### src/rtl/gpio_port_pkg.sv
package gpio_port_pkg;
  localparam logic [7:0] OFF_DOUT     = 8'h00;
  localparam logic [7:0] OFF_DIN      = 8'h04;
  localparam logic [7:0] OFF_DIR      = 8'h08;
  localparam logic [7:0] OFF_SET      = 8'h10;
  localparam logic [7:0] OFF_CLR      = 8'h14;
  localparam logic [7:0] OFF_PULL_EN  = 8'h18;
  localparam logic [7:0] OFF_PULL_SEL = 8'h1C;
  localparam logic [7:0] OFF_IRQ_EN   = 8'h20;
  localparam logic [7:0] OFF_IRQ_STAT = 8'h24;
  localparam logic [7:0] OFF_IRQ_MASK = 8'h2C;
  localparam logic [7:0] OFF_IRQ_CLR  = 8'h30;
  localparam logic [7:0] OFF_TRIG_LVL = 8'h34;
  localparam logic [7:0] OFF_TRIG_ANY = 8'h38;
  localparam logic [7:0] OFF_TRIG_NEG = 8'h3C;
  localparam logic [7:0] OFF_DB_EN    = 8'h40;
  localparam logic [7:0] OFF_DB_DIV   = 8'h44;
endpackage

### src/rtl/gpio_sync.sv
module gpio_sync #(
  parameter int WIDTH  = 32,
  parameter int STAGES = 2
) (
  input  logic             clk_i,
  input  logic             rst_ni,
  input  logic [WIDTH-1:0] d_i,
  output logic [WIDTH-1:0] q_o
);
  logic [WIDTH-1:0] stage_q [STAGES];

  always_ff @(posedge clk_i or negedge rst_ni) begin
    if (!rst_ni) begin
      for (int i = 0; i < STAGES; i++) stage_q[i] <= '0;
    end else begin
      stage_q[0] <= d_i;
      for (int i = 1; i < STAGES; i++) stage_q[i] <= stage_q[i-1];
    end
  end

  assign q_o = stage_q[STAGES-1];
endmodule

### src/rtl/gpio_irq_detect.sv
module gpio_irq_detect #(
  parameter int WIDTH = 32
) (
  input  logic             clk_i,
  input  logic             rst_ni,
  input  logic [WIDTH-1:0] sample_i,
  input  logic [WIDTH-1:0] lvl_mode_i,
  input  logic [WIDTH-1:0] neg_i,
  input  logic [WIDTH-1:0] any_edge_i,
  input  logic [WIDTH-1:0] en_i,
  input  logic [WIDTH-1:0] clr_i,
  output logic [WIDTH-1:0] status_o
);
  logic [WIDTH-1:0] prev_q, status_q, det;

  for (genvar g = 0; g < WIDTH; g++) begin : g_pin
    logic rise, fall, lvl_hit, edge_hit;
    assign rise     = sample_i[g] & ~prev_q[g];
    assign fall     = ~sample_i[g] & prev_q[g];
    assign lvl_hit  = sample_i[g] ^ neg_i[g];
    assign edge_hit = any_edge_i[g] ? (rise | fall) : (neg_i[g] ? fall : rise);
    assign det[g]   = en_i[g] & (lvl_mode_i[g] ? lvl_hit : edge_hit);
  end

  always_ff @(posedge clk_i or negedge rst_ni) begin
    if (!rst_ni) begin
      prev_q   <= '0;
      status_q <= '0;
    end else begin
      prev_q   <= sample_i;
      status_q <= (status_q & ~clr_i) | det;  // new event beats clear
    end
  end

  assign status_o = status_q;


  en_gate_chk: assert property (@(posedge clk_i) disable iff (!rst_ni)
    ((status_q & ~$past(status_q) & ~$past(en_i)) == '0));


  clr_chk: assert property (@(posedge clk_i) disable iff (!rst_ni)
    (|clr_i) |=> ((status_q & $past(clr_i) & ~$past(det)) == '0));
endmodule

### src/rtl/gpio_port.sv
module gpio_port
  import gpio_port_pkg::*;
#(
  parameter int NPINS = 32
) (
  input  logic             clk_i,
  input  logic             rst_ni,
  input  logic             wr_en_i,
  input  logic [7:0]       addr_i,
  input  logic [NPINS-1:0] wdata_i,
  output logic [NPINS-1:0] rdata_o,
  input  logic [NPINS-1:0] pin_i,
  output logic [NPINS-1:0] pin_o,
  output logic [NPINS-1:0] pin_oe_o,
  output logic             irq_o
);
  logic [NPINS-1:0] dout_q, dir_q, pull_en_q, pull_sel_q;
  logic [NPINS-1:0] irq_en_q, irq_mask_q, trig_lvl_q, trig_any_q, trig_neg_q;
  logic [NPINS-1:0] db_en_q, db_div_q;
  logic [NPINS-1:0] sample, status, clr_vec;

  gpio_sync #(.WIDTH(NPINS), .STAGES(2)) u_sync (
    .clk_i (clk_i),
    .rst_ni(rst_ni),
    .d_i   (pin_i),
    .q_o   (sample)
  );

  assign clr_vec = (wr_en_i && addr_i == OFF_IRQ_CLR) ? wdata_i : '0;

  gpio_irq_detect #(.WIDTH(NPINS)) u_detect (
    .clk_i     (clk_i),
    .rst_ni    (rst_ni),
    .sample_i  (sample),
    .lvl_mode_i(trig_lvl_q),
    .neg_i     (trig_neg_q),
    .any_edge_i(trig_any_q),
    .en_i      (irq_en_q),
    .clr_i     (clr_vec),
    .status_o  (status)
  );

  always_ff @(posedge clk_i or negedge rst_ni) begin
    if (!rst_ni) begin
      dout_q     <= '0;
      dir_q      <= '0;
      pull_en_q  <= '0;
      pull_sel_q <= '0;
      irq_en_q   <= '0;
      irq_mask_q <= '0;
      trig_lvl_q <= '0;
      trig_any_q <= '0;
      trig_neg_q <= '0;
      db_en_q    <= '0;
      db_div_q   <= '0;
    end else if (wr_en_i) begin
      unique case (addr_i)
        OFF_DOUT:     dout_q     <= wdata_i;
        OFF_SET:      dout_q     <= dout_q | wdata_i;
        OFF_CLR:      dout_q     <= dout_q & ~wdata_i;
        OFF_DIR:      dir_q      <= wdata_i;
        OFF_PULL_EN:  pull_en_q  <= wdata_i;
        OFF_PULL_SEL: pull_sel_q <= wdata_i;
        OFF_IRQ_EN:   irq_en_q   <= wdata_i;
        OFF_IRQ_MASK: irq_mask_q <= wdata_i;
        OFF_TRIG_LVL: trig_lvl_q <= wdata_i;
        OFF_TRIG_ANY: trig_any_q <= wdata_i;
        OFF_TRIG_NEG: trig_neg_q <= wdata_i;
        OFF_DB_EN:    db_en_q    <= wdata_i;
        OFF_DB_DIV:   db_div_q   <= wdata_i;
        default: ;
      endcase
    end
  end

  always_comb begin
    unique case (addr_i)
      OFF_DOUT:     rdata_o = dout_q;
      OFF_DIN:      rdata_o = sample;
      OFF_DIR:      rdata_o = dir_q;
      OFF_PULL_EN:  rdata_o = pull_en_q;
      OFF_PULL_SEL: rdata_o = pull_sel_q;
      OFF_IRQ_EN:   rdata_o = irq_en_q;
      OFF_IRQ_STAT: rdata_o = status;
      OFF_IRQ_MASK: rdata_o = irq_mask_q;
      OFF_TRIG_LVL: rdata_o = trig_lvl_q;
      OFF_TRIG_ANY: rdata_o = trig_any_q;
      OFF_TRIG_NEG: rdata_o = trig_neg_q;
      OFF_DB_EN:    rdata_o = db_en_q;
      OFF_DB_DIV:   rdata_o = db_div_q;
      default:      rdata_o = '0;
    endcase
  end

  assign pin_o    = dout_q;
  assign pin_oe_o = dir_q;
  assign irq_o    = |(status & ~irq_mask_q);


  set_alias_chk: assert property (@(posedge clk_i) disable iff (!rst_ni)
    (wr_en_i && addr_i == OFF_SET) |=> ((pin_o & $past(wdata_i)) == $past(wdata_i)));


  clr_alias_chk: assert property (@(posedge clk_i) disable iff (!rst_ni)
    (wr_en_i && addr_i == OFF_CLR) |=> ((pin_o & $past(wdata_i)) == '0));
endmodule

### config.mk
export PLATFORM = sky130hd
export DESIGN_NAME = gpio_port
export DESIGN_NICKNAME = d
export VERILOG_FILES = /design/src/rtl/gpio_port_pkg.sv /design/src/rtl/gpio_sync.sv /design/src/rtl/gpio_irq_detect.sv /design/src/rtl/gpio_port.sv
export SDC_FILE = /design/constraint.sdc
export NUM_CORES = 1
export LEC_CHECK = 0
export BUFFER_PORTS_ARGS = -buffer_cell sky130_fd_sc_hd__buf_2
export CORE_MARGIN = 5
export CORE_UTILIZATION = 45
export CTS_CLUSTER_SIZE = 25
export DETAILED_ROUTE_END_ITERATION = 16
export GPL_TIMING_DRIVEN = 0
export PLACE_DENSITY_LB_ADDON = 0.1
export SYNTH_ARGS = -nofsm -noshare
export SYNTH_HDL_FRONTEND = slang
export SYNTH_SLANG_ARGS = --single-unit
### constraint.sdc
create_clock -name clk_i -period 2 [get_ports clk_i]
set_input_delay 0.2 -clock clk_i [delete_from_list [all_inputs] [get_ports clk_i]]
set_output_delay 0.2 -clock clk_i [all_outputs]
set_load 0.02 [all_outputs]
; ---- Word level (Yosys, flattened, before mapping)
; Index checks and enable logic that the tools add are counted.
[word_totals]
regBits = 480
elab_cells = 376
out_inout_bits = 97
in_bits = 75
[op_classes]
bitwise = 232
n_reduce_logical = 15
n_mux = 99
n_eq_ne = 15
[op_table]
columns = cell, n
row1 = $pmux W32 S13, 1
row2 = $and A1 B1 Y1, 96
row3 = $and A32 B32 Y32, 3
row4 = $mux W1, 96
row5 = $not A32 Y32, 3
row6 = $pmux W32 S3, 1
row7 = $not A1 Y1, 64
row8 = $or A32 B32 Y32, 2
row9 = $eq A8 B6 Y1 const B, 7
row10 = $eq A8 B5 Y1 const B, 4
row11 = $mux W32, 1
row12 = $or A1 B1 Y1, 32
row13 = $reduce_or A32 Y1, 1
row14 = $xor A1 B1 Y1, 32
row15 = $reduce_and A2 Y1, 11
row16 = $eq A8 B7 Y1 const B, 2
row17 = $eq A8 B3 Y1 const B, 1
row18 = $eq A8 B4 Y1 const B, 1
row19 = $logic_not A8 Y1, 1
row20 = $reduce_bool A3 Y1, 1
row21 = $logic_and A1 B1 Y1, 1

; ---- Depth between registers and ports, before layout
[logic_depth]
depth_word = 7
depth_mapped = 9
depth_no_buf = 6

; ---- Modules after synthesis
; Synthesis repeated with hierarchy kept, for this count alone.
[unflattened]
hier_cells = 1984
area_unflattened_um2 = 23700.2
[by_module_without_submodules]
columns = mod, cells_each, n_inst, seq_area_each_um2, area_per_inst_um2
row1 = gpio_port, 1440, 1, 8808.4, 17574.4
row2 = gpio_irq_detect, 448, 1, 1601.5, 4284.1
row3 = gpio_sync, 96, 1, 1601.5, 1841.8

; ---- Worst setup path after synthesis
; No wires, ideal clock.
[synth_timing]
kind = input to output
startpoint = in addr_i[1]
endpoint = out rdata_o[11]
required_time_ns = 1.800
arrival_ns = 1.796
cell_stages = 8
n_path_buf = 3
setup_slack_ns = 0.004
cell_sequence = buf_2 > or4b_1 > buf_4 > nor2_4 > buf_2 > a222oi_1 > o211a_1 > o21ai_1
[synth_via]
elab_chain_cells = 2
elab_cells_between_ends = 14
cone_classes = eq/ne: 12 / mux: 1 / reduce/logical: 1
[synth_rtl]
columns = element, line_no
row1 = start: declaration, gpio_port.sv:9  ; input logic [7:0] addr_i,
row2 = $eq A8 B7 Y1 (tied with other cells), gpio_port.sv:77  ; unique case (addr_i)
row3 = $pmux W32 S13 (*), gpio_port.sv:77
row4 = end: declaration, gpio_port.sv:11  ; output logic [NPINS-1:0] rdata_o,
; Every way passes the cells marked *; elsewhere a longest branch is shown, timed or not.

; ---- Worst setup path after layout
[layout_timing]
startpoint = reg dout_q[14], in the netlist pin_o[14]
endpoint = out rdata_o[14]
[layout_via]
elab_chain_cells = 1
[layout_rtl]
columns = element, line_no
row1 = start: declaration, gpio_port.sv:17  ; logic [NPINS-1:0] dout_q, dir_q, pull_en_q, pull_sel_q;
row2 = start signal: assignment, gpio_port.sv:58  ; OFF_DOUT: dout_q <= wdata_i;
row3 = start signal: assignment, gpio_port.sv:59  ; OFF_SET: dout_q <= dout_q | wdata_i;
row4 = start signal: assignment, gpio_port.sv:60  ; OFF_CLR: dout_q <= dout_q & ~wdata_i;
row5 = $pmux W32 S13, gpio_port.sv:77
; No other way between the ends.

==> summary.txt <==
Status
  • Status: complete, but fails checks
  • Failing checks: negative setup slack

Synth
  • Cell variety after synth: 66
  • Post-synth EDFFs: 0
  • Post-Synthesis Cells: 1935
  • Ys flop type: dfrtp_1
  • Syn_nets: 2074
  • Ys async rst share: 1.000
  • Synthesized area: 0.02389 mm²
  • Sequential-to-total area share from yosys stat: 0.5028
  • Synth Register Bits: 480
  • Yosys warnings: 0
  • Mean area per synthesized cell: 12.35 µm²

Power
  • Power Dens Cells: 775.8 mW/mm²
  • Leakage power: 15.45 nW
  • Peak VDD IR: 0.6056 mV

Min path
  • Hold path depth: 2
  • Worst hold start: pin_i[13]
  • Hold Crit Class: input port to flop

Floorplan
  • I/O pins: 172
  • Chip Height: 240.4 µm
  • Die area: 0.05779 mm²
  • Die width: 240.4 µm
  • Core area: 0.05255 mm²
  • Std-Cell Rows: 84
  • Initial Utilization: 0.4546

Finish
  • Fin nets: 2538
  • Footprint of the multi-input gates: 0.01112 mm²
  • Share of layout cells above drive strength 1: 0.4439
  • Fillers: 4230
  • FF+latch area: 0.01203 mm²
  • Area Overhead vs Synth: 31.61%

CTS
  • CTS buffer count: 54
  • Sink Count: 480
  • CTS tree: yes
  • Clock transition at path regs: 0.06 ns
  • CTS root buf: clkbuf_16
  • Clk buf depth: 3
  • Clk Latency, worst-skew pair: 0.61 ns
  • CTS H-tree lvls: 2

STA
  • Rel. slew slack: 0.4756
  • TNS Setup: -6.936 ns
  • Highest clock rate: 430.7 MHz
  • Final cycle utilization of the critical path: 1.161
  • RSZ-0062 raised after global routing: true
  • Final setup fails: 56
  • Skew final: 0.01229 ns
  • Post-route setup slack: -0.3217 ns
  • Final min period: 2.322 ns
  • Worst Max-Slew Pin Slew: 0.7866 ns
  • Final Hold Fails: 0
  • Max Transition Viols Final: 0

Placement
  • Post-place setup slack: -1.691 ns
  • IO Port Bufs: 169
  • GPL Wtd Cong: 0.9259
  • Post-DP HPWL: 58700 µm

GRT
  • Grt ovf: 0
  • Initial antenna violation count: 5
  • First-pass GRT wire length: 134100 µm
  • GRT Total Usage: 0.3193
  • Vias in the first global route: 19.15k
  • Largest net degree at the start of global routing: 119

Routing
  • DR WL/cell: 30.41 µm
  • First drt pass iteration count: 9
  • Total wire length: 95110 µm
  • Initial drt markers: 2495
  • ANT nets after route: 0
  • Via/cell ratio: 6.140
  • Via count: 19.21k
  • Drt drc: 0

Critical path
  • Crit path buf inv count: 1
  • CP arrival: 2.12 ns
  • Critical path startpoint category: flop
  • Highest net fanout along the worst path: 2
  • R2R cell count: 7
  • Crit-path cells: mux2_2 > a32oi_1 > a21oi_1 > or3_4 > buf_6
  • Top delay family on crit path: flip-flops
  • Crit path depth: 5
  • Crit. Startpoint: pin_o[14]
  • CP max stage delay: 0.43 ns
  • CP Class: flop to primary output
  • RR Startpoint: u_sync.q_o[0]
  • Slowest cell on crit path: dfrtp_1
  • Endpoint type of the worst setup path: primary output
  • Crit path required time: 1.80 ns

Job
  • Max cap viols: 0
==> path summary, 6_finish.rpt <==
kind | end | slack [ns]
max in group asynchronous | u_sync.q_o[1] | 0.47
min in group asynchronous | u_sync.stage_q[48] | 0.32
worst max register to register | u_detect.status_o[0] | 0.18
worst max-delay path | rdata_o[14] | -0.32
worst min-delay path | u_sync.stage_q[45] | 0.22
worst min register to register | u_sync.q_o[17] | 0.35
==> metrics by stage <==
step / area, µm² / total power [mW] / cells / utilization / hold WS [ns]
global route: 31430 / 25.12 / 3124 / 0.5980 / 0.2274
floorplan: 23890 / 12.48 / 1935 / - / -0.09559
CTS: 30670 / 24.25 / 3082 / 0.5836 / 0.1916
detailed placement: 25760 / 13.76 / 2799 / 0.4901 / 0.09734
global placement: 25590 / 13.65 / 2792 / 0.4870 / 0.3075
finish: 31440 / 24.39 / 3128 / 0.5982 / 0.2188
==> synth_stat cells (6+ instances only) <==
cell type  instances  area share
a221oi_1          15      0.0055
o22ai_1           28      0.0073
a22o_1            52       0.019
dfrtp_1          480        0.50
mux2i_1           16      0.0067
xor2_1            32       0.012
a222oi_1          38       0.016
ha_1              64       0.034
clkbuf_1          37      0.0058
nor3_1             8      0.0017
a21oi_1           31      0.0065
mux2_1            26       0.012
inv_1             96       0.015
o21ai_0          119       0.025
nand3b_1           6      0.0019
nand2_1          170       0.027
nor2_1            23      0.0036
a21oi_2           56       0.021
mux2_4           142       0.089
buf_2             58       0.012
nand4_1            9      0.0024
a22oi_1           63       0.020
nand3_1           37      0.0078
buf_6             30       0.014
mux2_2           191       0.090
nor4_1             7      0.0018
buf_4             11      0.0035
a32oi_1            7      0.0026
nor2_4             7      0.0033
==> metal layers <==
| metal | wire (µm) | vias up | track usage | part of all wire |
|---|---|---|---|---|
| met5 | 23 | - | 0 | 0.00024 |
| li1 | - | 7938 | - | - |
| met2 | 41360 | 1197 | 0.4803 | 0.43 |
| met4 | 6085 | 4 | 0.1587 | 0.064 |
| met3 | 10190 | 326 | 0.07341 | 0.11 |
| met1 | 37450 | 9740 | 0.4369 | 0.39 |
==> timing repair <==
item | 4_1_cts | 5_1_grt
hold endpoints to repair | 277 | 0
setup endpoints to repair | 109 | 159
hold buffers | 68 | 0
gates cloned | 9 | 7
gates resized for setup | 338 | 101
setup buffers | 115 | 40
pin swaps | 72 | 71
==> area by class of cell <==
type / count / share of cell area
clock buffer: 78 / 0.05106
sequential: 480 / 0.3826
multi-input combinational: 1214 / 0.3538
timing repair buffer: 411 / 0.1189
inverter: 96 / 0.01146
clock inverter: 14 / 0.004895
buffer: 142 / 0.04943
antenna: 5 / 0.0003980
tap: 688 / 0.02738
==> layout by cell type (no fill, tap or decap), types with 6 or more instances in the layout <==
cell type	instances
nand2_1	168
dfrtp_1	466
a21oi_1	26
a22oi_2	20
ha_1	64
xor2_1	32
clkinv_2	8
buf_8	13
clkbuf_4	10
nor2_4	10
nor2_1	19
inv_1	91
o22ai_1	22
mux2_4	144
a222oi_1	38
dfrtp_2	14
a221oi_2	10
clkbuf_1	19
buf_16	8
a22o_1	52
o21ai_0	111
nand3_1	31
o21ai_1	8
clkbuf_8	21
mux2_1	26
buf_4	130
a21oi_2	61
nand2_2	6
clkbuf_16	68
a22oi_1	43
nand3b_1	6
dlygate4sd3_1	65
mux2_2	189
buf_12	44
mux2i_1	16
nand4_1	9
buf_6	87
buf_2	161
==> where the power goes <==
group / total, mW / internal [mW] / switching, mW
Clock: 10.1 / 5.91 / 4.18
Sequential: 11.2 / 10.4 / 0.759
Combinational: 3.14 / 1.44 / 1.70
Total: 24.4 / 17.8 / 6.64
==> worst register-to-register path, stage by stage, from the launching register on <==
cell and delay, ns:
dfrtp_2 0.45, buf_4 0.17, inv_1 0.05, ha_1 0.19, mux2_2 0.27, o21ai_0 0.21, o21ai_0 0.11, a22o_1 0.25
==> kinds of logic (layout without fill, tap and decap cells) <==
group,Yosys count,count (layout),share of synthesized area
DFF,480,480,0.5028
AOI/OAI and AO/OA,430,430,0.1295
muxes,375,375,0.1983
and+or+nand+nor,313,313,0.07024
buffers and inverters,241,741,0.05395
adders and majority gates,64,64,0.03352
xor gates and xnor gates,32,32,0.01173
other,0,5,0
==> state kept, by name, indices dropped and copies added, names as in the netlist <==
signal,cells
db_div_q,32
db_en_q,32
irq_en_q,32
irq_mask_q,32
pin_o,32
pin_oe_o,32
pull_en_q,32
pull_sel_q,32
trig_any_q,32
trig_lvl_q,32
trig_neg_q,32
u_detect.prev_q,32
u_detect.status_o,32
u_sync.q_o,32
u_sync.stage_q,32
Note: power is estimated with default switching activity, not from simulation.
